$ cat config.mk
export PLATFORM = sky130hd
export DESIGN_NAME = ctl_flags_dispatch
export DESIGN_NICKNAME = d
export VERILOG_FILES = /design/src/rtl/cfd_pkg.sv /design/src/rtl/cfd_step_edge.sv /design/src/rtl/cfd_flags.sv /design/src/rtl/cfd_dispatch.sv /design/src/rtl/ctl_flags_dispatch.sv
export SDC_FILE = /design/constraint.sdc
export NUM_CORES = 1
export LEC_CHECK = 0
export ABC_AREA = 0
export BUFFER_PORTS_ARGS = -buffer_cell sky130_fd_sc_hd__buf_4
export CAP_MARGIN = 10
export CORE_ASPECT_RATIO = 0.6
export CORE_MARGIN = 2
export CORE_UTILIZATION = 49
export CTS_CLUSTER_DIAMETER = 120
export CTS_CLUSTER_SIZE = 12
export DETAILED_ROUTE_END_ITERATION = 7
export PLACE_DENSITY_LB_ADDON = 0.1
export REMOVE_ABC_BUFFERS = 1
export SLEW_MARGIN = 20
export SYNTH_ARGS = -nofsm -noshare
export SYNTH_HDL_FRONTEND = slang
export SYNTH_SLANG_ARGS = --single-unit
$ cat constraint.sdc
create_clock -name clk -period 2.25 [get_ports clk]
set_input_delay 0 -clock clk [delete_from_list [all_inputs] [get_ports clk]]
set_output_delay 0 -clock clk [all_outputs]
set_load 0.02 [all_outputs]
$ cat src/rtl/cfd_pkg.sv
package cfd_pkg;

  // Next halt state: any set source beats a run request.
  function automatic logic next_halt(input logic cur, input logic set_any, input logic run);
    if (set_any)  return 1'b1;
    else if (run) return 1'b0;
    else          return cur;
  endfunction

  // Advance gate: free-running when not halted, step pulse when halted, never in input mode.
  function automatic logic adv_gate(input logic hlt, input logic inmode, input logic step);
    if (inmode)   return 1'b0;
    else if (hlt) return step;
    else          return 1'b1;
  endfunction

endpackage

$ cat src/rtl/cfd_step_edge.sv
module cfd_step_edge #(
  parameter int STAGES = 2
) (
  input  logic clk,
  input  logic rst_n,
  input  logic raw,
  output logic pulse
);
  logic [STAGES:0] sh;

  always_ff @(posedge clk or negedge rst_n) begin
    if (!rst_n) sh <= '0;
    else        sh <= {sh[STAGES-1:0], raw};
  end

  assign pulse = sh[STAGES-1] & ~sh[STAGES];

  // a press yields a single-cycle pulse
  assert_pulse_single_R7: assert property (@(posedge clk) disable iff (!rst_n)
    pulse |=> !pulse);
endmodule

$ cat src/rtl/cfd_flags.sv
module cfd_flags #(
  parameter int W = 16
) (
  input  logic         clk,
  input  logic         rst_n,
  input  logic         run_req,
  input  logic         halt_user,
  input  logic         halt_instr,
  input  logic         err_in,
  input  logic         panel_sw,
  input  logic         arith_wr,
  input  logic [W:0]   arith_res,
  output logic         halted,
  output logic         input_mode,
  output logic         carry
);
  import cfd_pkg::*;

  logic halt_set_ev;
  assign halt_set_ev = halt_user | halt_instr | err_in;

  always_ff @(posedge clk or negedge rst_n) begin
    if (!rst_n) begin
      halted     <= 1'b1;
      input_mode <= 1'b0;
      carry      <= 1'b0;
    end else begin
      halted     <= next_halt(halted, halt_set_ev, run_req);
      input_mode <= panel_sw;
      if (arith_wr) carry <= arith_res[W];
    end
  end

  // set requests win and take effect next cycle
  assert_halt_set_R6: assert property (@(posedge clk) disable iff (!rst_n)
    halt_set_ev |=> halted);
  assert_halt_clear_R6: assert property (@(posedge clk) disable iff (!rst_n)
    (run_req && !halt_set_ev) |=> !halted);
  // carry captures the top result bit
  assert_carry_cap_R9: assert property (@(posedge clk) disable iff (!rst_n)
    arith_wr |=> (carry == $past(arith_res[W])));
  assert_carry_hold_R9: assert property (@(posedge clk) disable iff (!rst_n)
    !arith_wr |=> $stable(carry));
endmodule

$ cat src/rtl/cfd_dispatch.sv
module cfd_dispatch #(
  parameter int              W      = 16,
  parameter int              SEL_W  = 4,
  parameter logic [SEL_W-1:0] FW_IDX = 1,
  parameter logic [SEL_W-1:0] PC_IDX = 0,
  localparam int             AW     = W - 1
) (
  input  logic             clk,
  input  logic             rst_n,
  input  logic             exec_ok,
  input  logic             fetch_valid,
  input  logic [W-1:0]     fetch_word,
  input  logic             ret_instr,
  input  logic             sel_wr,
  input  logic [SEL_W-1:0] sel_val,
  output logic             ir_load,
  output logic [W-1:0]     ir_word,
  output logic             fw_load,
  output logic [AW-1:0]    fw_addr,
  output logic             fw_mode,
  output logic [SEL_W-1:0] active_sel
);
  logic             call_ev, op_ev, ret_ev;
  logic [SEL_W-1:0] saved_sel;

  assign call_ev = exec_ok & fetch_valid &  fetch_word[W-1];
  assign op_ev   = exec_ok & fetch_valid & ~fetch_word[W-1];
  assign ret_ev  = exec_ok & ret_instr & fw_mode & ~call_ev;

  always_ff @(posedge clk or negedge rst_n) begin
    if (!rst_n) begin
      ir_load    <= 1'b0;
      ir_word    <= '0;
      fw_load    <= 1'b0;
      fw_addr    <= '0;
      fw_mode    <= 1'b0;
      active_sel <= PC_IDX;
      saved_sel  <= PC_IDX;
    end else begin
      ir_load <= op_ev;
      fw_load <= call_ev;
      if (op_ev)   ir_word <= fetch_word;
      if (call_ev) begin
        fw_addr    <= fetch_word[AW-1:0];
        fw_mode    <= 1'b1;
        active_sel <= FW_IDX;
        if (!fw_mode) saved_sel <= active_sel;
      end else if (ret_ev) begin
        fw_mode    <= 1'b0;
        active_sel <= saved_sel;
      end else if (sel_wr && !fw_mode) begin
        active_sel <= sel_val;
      end
    end
  end

  // at most one destination per fetch
  assert_one_dest_R2: assert property (@(posedge clk) disable iff (!rst_n)
    $onehot0({ir_load, fw_load}));
  // a firmware load always comes with the mode and selector switch
  assert_call_mode_R3: assert property (@(posedge clk) disable iff (!rst_n)
    fw_load |-> (fw_mode && active_sel == FW_IDX));
  // mode only drops after a return request
  assert_leave_on_ret_R4: assert property (@(posedge clk) disable iff (!rst_n)
    $fell(fw_mode) |-> $past(ret_instr));
  // call beats return in the same cycle
  assert_call_wins_R5: assert property (@(posedge clk) disable iff (!rst_n)
    (call_ev && ret_instr) |=> fw_mode);
  // selector frozen by writes during firmware mode
  assert_sel_locked_R10: assert property (@(posedge clk) disable iff (!rst_n)
    (fw_mode && !ret_ev && !call_ev) |=> $stable(active_sel));
endmodule

$ cat src/rtl/ctl_flags_dispatch.sv
module ctl_flags_dispatch #(
  parameter int               W       = 16,
  parameter int               SEL_W   = 4,
  parameter logic [SEL_W-1:0] FW_IDX  = 1,
  parameter logic [SEL_W-1:0] PC_IDX  = 0,
  parameter int               SYNC_ST = 2,
  localparam int              AW      = W - 1
) (
  input  logic             clk,
  input  logic             rst_n,
  input  logic             step_btn,
  input  logic             run_req,
  input  logic             halt_user,
  input  logic             halt_instr,
  input  logic             err_in,
  input  logic             panel_sw,
  input  logic             arith_wr,
  input  logic [W:0]       arith_res,
  input  logic             fetch_valid,
  input  logic [W-1:0]     fetch_word,
  input  logic             ret_instr,
  input  logic             sel_wr,
  input  logic [SEL_W-1:0] sel_val,
  output logic             advance_en,
  output logic             halted,
  output logic             input_mode,
  output logic             panel_wr_en,
  output logic             carry,
  output logic             ir_load,
  output logic [W-1:0]     ir_word,
  output logic             fw_load,
  output logic [AW-1:0]    fw_addr,
  output logic             fw_mode,
  output logic [SEL_W-1:0] active_sel
);
  import cfd_pkg::*;

  logic step_pulse;

  cfd_step_edge #(.STAGES(SYNC_ST)) u_step (
    .clk(clk), .rst_n(rst_n), .raw(step_btn), .pulse(step_pulse)
  );

  cfd_flags #(.W(W)) u_flags (
    .clk(clk), .rst_n(rst_n), .run_req(run_req), .halt_user(halt_user),
    .halt_instr(halt_instr), .err_in(err_in), .panel_sw(panel_sw),
    .arith_wr(arith_wr), .arith_res(arith_res),
    .halted(halted), .input_mode(input_mode), .carry(carry)
  );

  cfd_dispatch #(.W(W), .SEL_W(SEL_W), .FW_IDX(FW_IDX), .PC_IDX(PC_IDX)) u_disp (
    .clk(clk), .rst_n(rst_n), .exec_ok(~input_mode),
    .fetch_valid(fetch_valid), .fetch_word(fetch_word), .ret_instr(ret_instr),
    .sel_wr(sel_wr), .sel_val(sel_val),
    .ir_load(ir_load), .ir_word(ir_word), .fw_load(fw_load), .fw_addr(fw_addr),
    .fw_mode(fw_mode), .active_sel(active_sel)
  );

  assign advance_en  = adv_gate(halted, input_mode, step_pulse);
  assign panel_wr_en = input_mode;

  // no execution advance in input mode
  assert_no_adv_input_R8: assert property (@(posedge clk) disable iff (!rst_n)
    input_mode |-> !advance_en);
  // while halted, an advance never lasts two cycles
  assert_step_single_R7: assert property (@(posedge clk) disable iff (!rst_n)
    (halted && $past(halted) && advance_en) |=> !(halted && advance_en));
  // free-running when released
  assert_run_adv_R7: assert property (@(posedge clk) disable iff (!rst_n)
    (!halted && !input_mode) |-> advance_en);
endmodule

Yosys cells after proc, flatten, opt, wreduce, memory -nomap -nowiden
Cells that the tools add are included.
{"block": "totals", "ff_bits": 48}
{"block": "op_classes", "reduce_logical": 6, "muxes": 9, "n_bitwise": 14}
{"op": "2-to-1 mux 4 bit", "count": 3}
{"op": "AND 1 bit", "count": 7}
{"op": "2-to-1 mux 1 bit", "count": 6}
{"op": "NOT 1 bit", "count": 5}
{"op": "nonzero test 2 bit", "count": 2}
{"op": "nonzero test 3 bit", "count": 1}
{"op": "OR 1 bit", "count": 2}
{"op": "AND reduction 2 bit", "count": 1}
{"op": "logical AND 1 bit", "count": 1}
{"op": "zero test 1 bit", "count": 1}

Depth between registers and ports, before layout
Gate-level depths: netlist of the first run.
{"block": "logic_depth", "depth_word": 7, "depth_mapped": 5, "mapped_depth_nobuf": 3}

Cells and area by module
From an unflattened synthesis of the first run, not the netlist that was laid out.
{"block": "hier_totals", "cells_unflattened": 122, "area_unflattened_um2": 1914.3}
{"module": "cfd_dispatch", "instances": 1, "seq_area_each_um2": 1051.0, "area_per_inst_um2": 1696.6, "cells_per_inst": 107}
{"module": "cfd_flags", "instances": 1, "seq_area_each_um2": 76.3, "area_per_inst_um2": 105.1, "cells_per_inst": 7}
{"module": "cfd_step_edge", "instances": 1, "seq_area_each_um2": 75.1, "area_per_inst_um2": 88.8, "cells_per_inst": 4}
{"module": "ctl_flags_dispatch", "instances": 1, "seq_area_each_um2": 0.0, "area_per_inst_um2": 23.8, "cells_per_inst": 4}

Worst setup path after synthesis of the first run
OpenSTA, ideal clock, no wires.
{"block": "synth_timing", "path_type": "flip-flop to flip-flop", "startpoint": "register u_flags.input_mode", "endpoint": "register u_disp.ir_word[10]", "path_slack_ps": 667, "arrival_ps": 1458, "synth_period_minus_slack_ps": 1583, "n_path_buf": 2, "stages_incl_launch_ff": 5, "setup_time_ps": 125, "cell_sequence": "dfrtp_1 -> buf_6 -> nor3b_4 -> buf_8 -> mux2_4"}
{"block": "synth_between", "elab_chain_cells": 3}
{"item": "from (decl)", "line_no": "cfd_flags.sv:14", "rtl": "output logic input_mode,"}
{"item": "from (signal assigned)", "line_no": "cfd_flags.sv:29", "rtl": "input_mode <= panel_sw;"}
{"item": "NOT 1 bit", "line_no": "ctl_flags_dispatch.sv:52", "rtl": ".clk(clk), .rst_n(rst_n), .exec_ok(~input_mode),"}
{"item": "AND 1 bit (2 in series)", "line_no": "cfd_dispatch.sv:27", "rtl": "assign op_ev = exec_ok & fetch_valid & ~fetch_word[W-1];"}
{"item": "net u_disp.op_ev", "line_no": "cfd_dispatch.sv:23", "rtl": "logic call_ev, op_ev, ret_ev;"}
{"item": "to (signal assigned)", "line_no": "cfd_dispatch.sv:42", "rtl": "if (op_ev) ir_word <= fetch_word;"}
{"item": "to (decl)", "line_no": "cfd_dispatch.sv:17", "rtl": "output logic [W-1:0] ir_word,"}
The timed path passes the listed nets, and every way through them passes these cells.
A chain may end at the register's enable or synchronous reset.

Worst setup path after layout of the first run
{"block": "layout_timing", "startpoint": "register u_flags.input_mode", "endpoint": "register u_disp.saved_sel[0]"}
{"block": "layout_between", "elab_chain_cells": 4}
{"item": "NOT 1 bit", "line_no": "ctl_flags_dispatch.sv:52"}
{"item": "AND 1 bit (2 in series)", "line_no": "cfd_dispatch.sv:26", "rtl": "assign call_ev = exec_ok & fetch_valid & fetch_word[W-1];"}
{"item": "AND reduction 2 bit (no line)"}
{"item": "to (signal assigned)", "line_no": "cfd_dispatch.sv:47", "rtl": "if (!fw_mode) saved_sel <= active_sel;"}
{"item": "to (decl)", "line_no": "cfd_dispatch.sv:24", "rtl": "logic [SEL_W-1:0] saved_sel;"}
Every way passes these cells.

==> results of run 1 <==
-- through the flow --
stage	instances	util, %	worst slack, ns	power (mW)	instance area [sq um]
floorplan	117	-	0.420	1.47	1870
global placement	241	67.7	0.605	1.77	2510
detailed placement	241	67.7	0.590	1.80	2510
CTS	271	76.4	0.588	2.38	2830
global route	271	76.4	0.466	2.48	2830
finish	271	76.4	0.580	2.35	2830
-- where the power goes --
part,switching (mW),internal [mW]
combinational,0.320,0.371
sequential,0.0966,1.02
clock,0.263,0.280
-- path summary, 6_finish.rpt --
path	startpoint	to	slack [ns]	cells past startpoint
max	u_flags.input_mode	u_disp.saved_sel[0]	0.58	3
min	ret_instr	u_disp.fw_mode	0.04	4
max reg2reg	u_flags.input_mode	u_disp.saved_sel[0]	0.58	3
min reg2reg	u_step.sh[0]	u_step.sh[1]	0.35	0
max in group asynchronous	rst_n	u_disp.fw_addr[1]	1.61	2
min in group asynchronous	rst_n	u_disp.ir_word[0]	0.24	2
-- registers in the layout (all words and copies together) (netlist names) --
register and cells:
u_flags.carry 1, u_disp.fw_addr 15, u_disp.ir_word 16, u_disp.active_sel 4, u_flags.halted 1, u_step.sh 3, u_disp.fw_mode 1, u_flags.input_mode 1
u_disp.saved_sel 4, u_disp.ir_load 1, u_disp.fw_load 1
-- cells in the mapped netlist --
cell type,instances,area [sq um]
buf_6,1,11.3
dfrtp_1,47,1180
nand2_1,2,7.51
or2_2,3,18.8
nand3b_4,1,20.0
nor2_1,1,3.75
nor3_1,1,5.00
o21ai_0,2,10.0
o22ai_2,1,12.5
mux2i_1,3,30.0
o221ai_1,4,35.0
nand2b_1,2,12.5
buf_2,2,10.0
mux2_4,8,120
buf_8,1,15.0
buf_4,1,7.51
and3b_1,1,8.76
a22oi_1,1,7.51
nor3b_4,1,18.8
inv_1,8,30.0
mux2_2,28,315
nor2b_1,1,6.26
dfstp_2,1,26.3
a21oi_1,1,5.00
-- cells by family (layout without fill, tap and decap cells) --
logic type             count (synthesis)  after routing
flip-flops                            48             48
multiplexers                          39             39
AND/OR/NAND/NOR                       13             13
buffers and inverters                 13            115
AO/OA/AOI/OAI                          9              9
-- critical path, cell delays in order, from the launching register on --
cell and delay [ns]:
dfrtp_1 0.54, nand3b_4 0.32, nor2_1 0.33, mux2_2 0.38
-- repair_timing --
| action | in CTS | in global routing |
|---|---|---|
| endpoints found under the hold margin | 81 | 0 |
| resized for setup | 0 | 0 |
| hold buffers | 22 | 0 |
-- per-layer routing --
metal  share of wire, %  global-route usage, %
met2                 50                   34.3
met1                 43                   25.2
met5                  0                      0
met4                1.1                   7.14
met3                6.6                   6.77
-- cell type report --
type	count	area (sq um)	share of cell area, %
clock buffer	8	100	3.54
sequential	48	1200	42.5
tap	47	58.8	2.08
multi-input combinational	61	637	22.5
inverter	8	30.0	1.06
timing repair buffer	99	798	28.2
==> impl_metrics.json, run 1 <==
{
  "crit_path_max_fanout": 12,
  "cp.required_ns": 2.44,
  "syn_avg_cell_area_sq_um": 15.7,
  "drtPass1Iterations": 4,
  "fmaxAchievable_mhz": 599,
  "die_area_sq_um": 4440,
  "root_buffer": "clkbuf_8",
  "drc": 0,
  "power_density_nw_per_um2": 832,
  "synth_xor_area_share_pct": 0,
  "die_h_microns": 52.4,
  "synth_compound_area_share_pct": 3.66,
  "place.gp.congestion": 0.787,
  "fillers": 246,
  "clock-sinks": 48,
  "min_period_ns": 1.67,
  "worst_slew_pin_slew_ns": 0.580,
  "hold_slack_ns": 0.0370,
  "grt.overflow.total": 0,
  "clock_latency_ns": 0.30,
  "synthCells": 122,
  "clkTransAtPathRegs_ns": 0.08,
  "final_cell_mix": "77 x buf_4, 47 x dfrtp_1, 28 x mux2_2",
  "routedWlPerCell_microns": 15.1,
  "io_pins": 92,
  "ys_seq_area_share_pct": 62.9,
  "final_common_cell": "buf_4",
  "syn_area_sq_um": 1910,
  "synth-seq-cells": 48,
  "portBuffers": 75,
  "status": "finished, final reports clean",
  "cts_tree": "done",
  "max-cap-violations": 0,
  "cp-end-kind": "flip-flop",
  "rsz0062_at_grt": "no",
  "area_growth_pct": 47.7,
  "synth-simple-area-share_pct": 5.30,
  "grt_first_pass_wirelength_microns": 6700,
  "hold_path_class": "input pin to flip-flop",
  "vdd_drop_max_uv": 649,
  "drive_gt1_share_pct": 56.7,
  "grt_antenna_before_repair": 0,
  "grtUsageTotal_pct": 20.4,
  "setup_viol": 0,
  "startpoint_type": "flip-flop",
  "drtIter0Drc": 84,
  "slew_headroom_pct": 61.3,
  "grt_pass1_vias": 1352,
  "fp.coreArea_sq_um": 3700,
  "h-tree-depth": 2,
  "crit_type": "flip-flop to flip-flop",
  "crit_arrival_ns": 1.86,
  "synth_fa_ha_area_share_pct": 0,
  "muxShareOfSynthArea_pct": 24.3,
  "p_leak_nw": 1.39,
  "cts_setup_buffers": 0,
  "clockBufferDepth": 2,
  "fin_skew_ns": 0.00508,
  "vias": 1300,
  "slew_violations": 0,
  "die_w_microns": 84.7,
  "hpwl_microns": 2830,
  "start_util_pct": 51.7,
  "yosysWarnings": 0,
  "setup_tns_ns": 0,
  "cts_buffers": 5,
  "diodes": 0,
  "synth_top_family_by_area": "multiplexers",
  "wirelength_microns": 4080,
  "ant_nets": 0,
  "period_share_pct": 74.2,
  "synth_cell_type_count": 24,
  "grt_max_degree": 49,
  "nets": 272,
  "fp-row-count": 17,
  "viasPerCell": 4.80,
  "finalHoldViolCount": 0
}
Power figures use the tool's default switching activity.
==> run 2, diff against run 1 <==
CORE_UTILIZATION = 45   (was 49)
clock period = 1.73 ns   (was 2.25 ns; I/O delays follow)
==> impl_metrics.json, run 2 (synthesis results as in run 1) <==
{
  "status": "finished, final reports clean",
  "startpoint_type": "flip-flop",
  "power_density_nw_per_um2": 1060,
  "dpl_worst_slack_ns": 0.247,
  "die_area_sq_um": 4810,
  "crit_arrival_ns": 1.69,
  "hold_slack_ns": 0.0339,
  "worst_slew_pin_slew_ns": 0.588,
  "reg_top3": "u_disp.ir_word: 16 flops, u_disp.fw_addr: 15 flops",
  "root_buffer": "clkbuf_8",
  "cp.required_ns": 1.91,
  "vdd_drop_max_uv": 693,
  "setup_tns_ns": 0,
  "io_pins": 92,
  "drc": 0,
  "start_util_pct": 46.7,
  "fin_skew_ns": 0.00582,
  "wirelength_microns": 4140,
  "area_growth_pct": 49.6,
  "min_period_ns": 1.51,
  "cp-end-kind": "flip-flop",
  "die_h_microns": 54.5,
  "nets": 274,
  "vias": 1342,
  "crit_path_max_fanout": 7,
  "grt.overflow.total": 0,
  "diodes": 0,
  "grt_antenna_before_repair": 0,
  "grtUsageTotal_pct": 18.8,
  "crit_type": "flip-flop to flip-flop",
  "clock-sinks": 48,
  "fp.coreArea_sq_um": 4100,
  "largest_register_ffs": 16,
  "setup_viol": 0,
  "p_leak_nw": 1.41,
  "cts_buffers": 5,
  "final_common_cell": "buf_4",
  "fmaxAchievable_mhz": 664,
  "clock_latency_ns": 0.30,
  "setup_ws_ns": 0.225,
  "viasPerCell": 4.69,
  "slew_violations": 0,
  "grt_pass1_vias": 1376,
  "period_share_pct": 87.0,
  "fp-row-count": 18,
  "slew_headroom_pct": 60.8,
  "rsz0062_at_grt": "no",
  "largest-register": "u_disp.ir_word",
  "final_cell_mix": "78 x buf_4, 47 x dfrtp_1, 28 x mux2_2",
  "h-tree-depth": 2,
  "hpwl_microns": 2750,
  "final_core_util_pct": 69.8,
  "drtPass1Iterations": 4,
  "grt_first_pass_wirelength_microns": 6510,
  "die_w_microns": 88.2,
  "finalHoldViolCount": 0,
  "clkTransAtPathRegs_ns": 0.08,
  "cts_setup_buffers": 0,
  "cts_tree": "done",
  "portBuffers": 75,
  "max-cap-violations": 0,
  "hold_path_class": "input pin to flip-flop",
  "routedWlPerCell_microns": 14.5,
  "drtIter0Drc": 33,
  "grt_max_degree": 49,
  "drive_gt1_share_pct": 57.5,
  "place.gp.congestion": 0.703,
  "clockBufferDepth": 2,
  "ant_nets": 0
}
run 2: changes by cell type in the layout (fill, tap and decap cells not counted), sizes merged:
cell    delta
clkbuf     -2
clkinv     +2
buf        +2
run 2: power by group:
group | total (mW) | internal (mW) | switching (mW)
Sequential | 1.45 | 1.33 | 0.123
Combinational | 0.907 | 0.488 | 0.419
Clock | 0.672 | 0.319 | 0.353
run 2: final cells by class:
class	count	area, sq um
fillers	302	1240
repair buffers	101	826
flip-flops and latches	48	1200
clock buffers	6	82.6
clock inverters	2	10.0
inverters	8	30.0
well taps	60	75.1
multi-input cells	61	637
run 2: critical path, stage by stage (launching register included):
cell and delay, ns:
dfrtp_1 0.47, nand3b_4 0.20, nor2_1 0.34, mux2_2 0.38
run 2: metal layers:
layer | GRT usage [%] | up-vias | wire length, microns
li1 | - | 626 | -
met1 | 22.8 | 660 | 1790
met2 | 31.8 | 49 | 2040
met3 | 5.88 | 7 | 248
met4 | 7.58 | 0 | 49
met5 | 0 | - | 0
run 2: path summary, 6_finish.rpt:
kind | start | end | slack (ns) | depth (start not counted)
worst max-delay path | u_flags.input_mode | u_disp.saved_sel[2] | 0.22 | 3
worst min-delay path | ret_instr | u_disp.fw_mode | 0.03 | 4
worst max register to register | u_flags.input_mode | u_disp.saved_sel[2] | 0.22 | 3
worst min register to register | u_step.sh[0] | u_step.sh[1] | 0.37 | 0
max in group asynchronous | rst_n | u_disp.saved_sel[3] | 1.08 | 2
min in group asynchronous | rst_n | u_disp.fw_addr[2] | 0.25 | 2
run 2: what timing repair did:
| action | in CTS | in global routing |
|---|---|---|
| hold endpoints to repair | 81 | 0 |
| gates resized for setup | 0 | 0 |
| hold buffers | 22 | 0 |
run 2: per-stage QoR:
step / instances / power [mW] / area [sq um]
global route: 286 / 3.21 / 2860
global placement: 256 / 2.31 / 2550
finish: 286 / 3.03 / 2860
floorplan: 117 / 1.92 / 1870
CTS: 286 / 3.07 / 2860
detailed placement: 256 / 2.34 / 2550
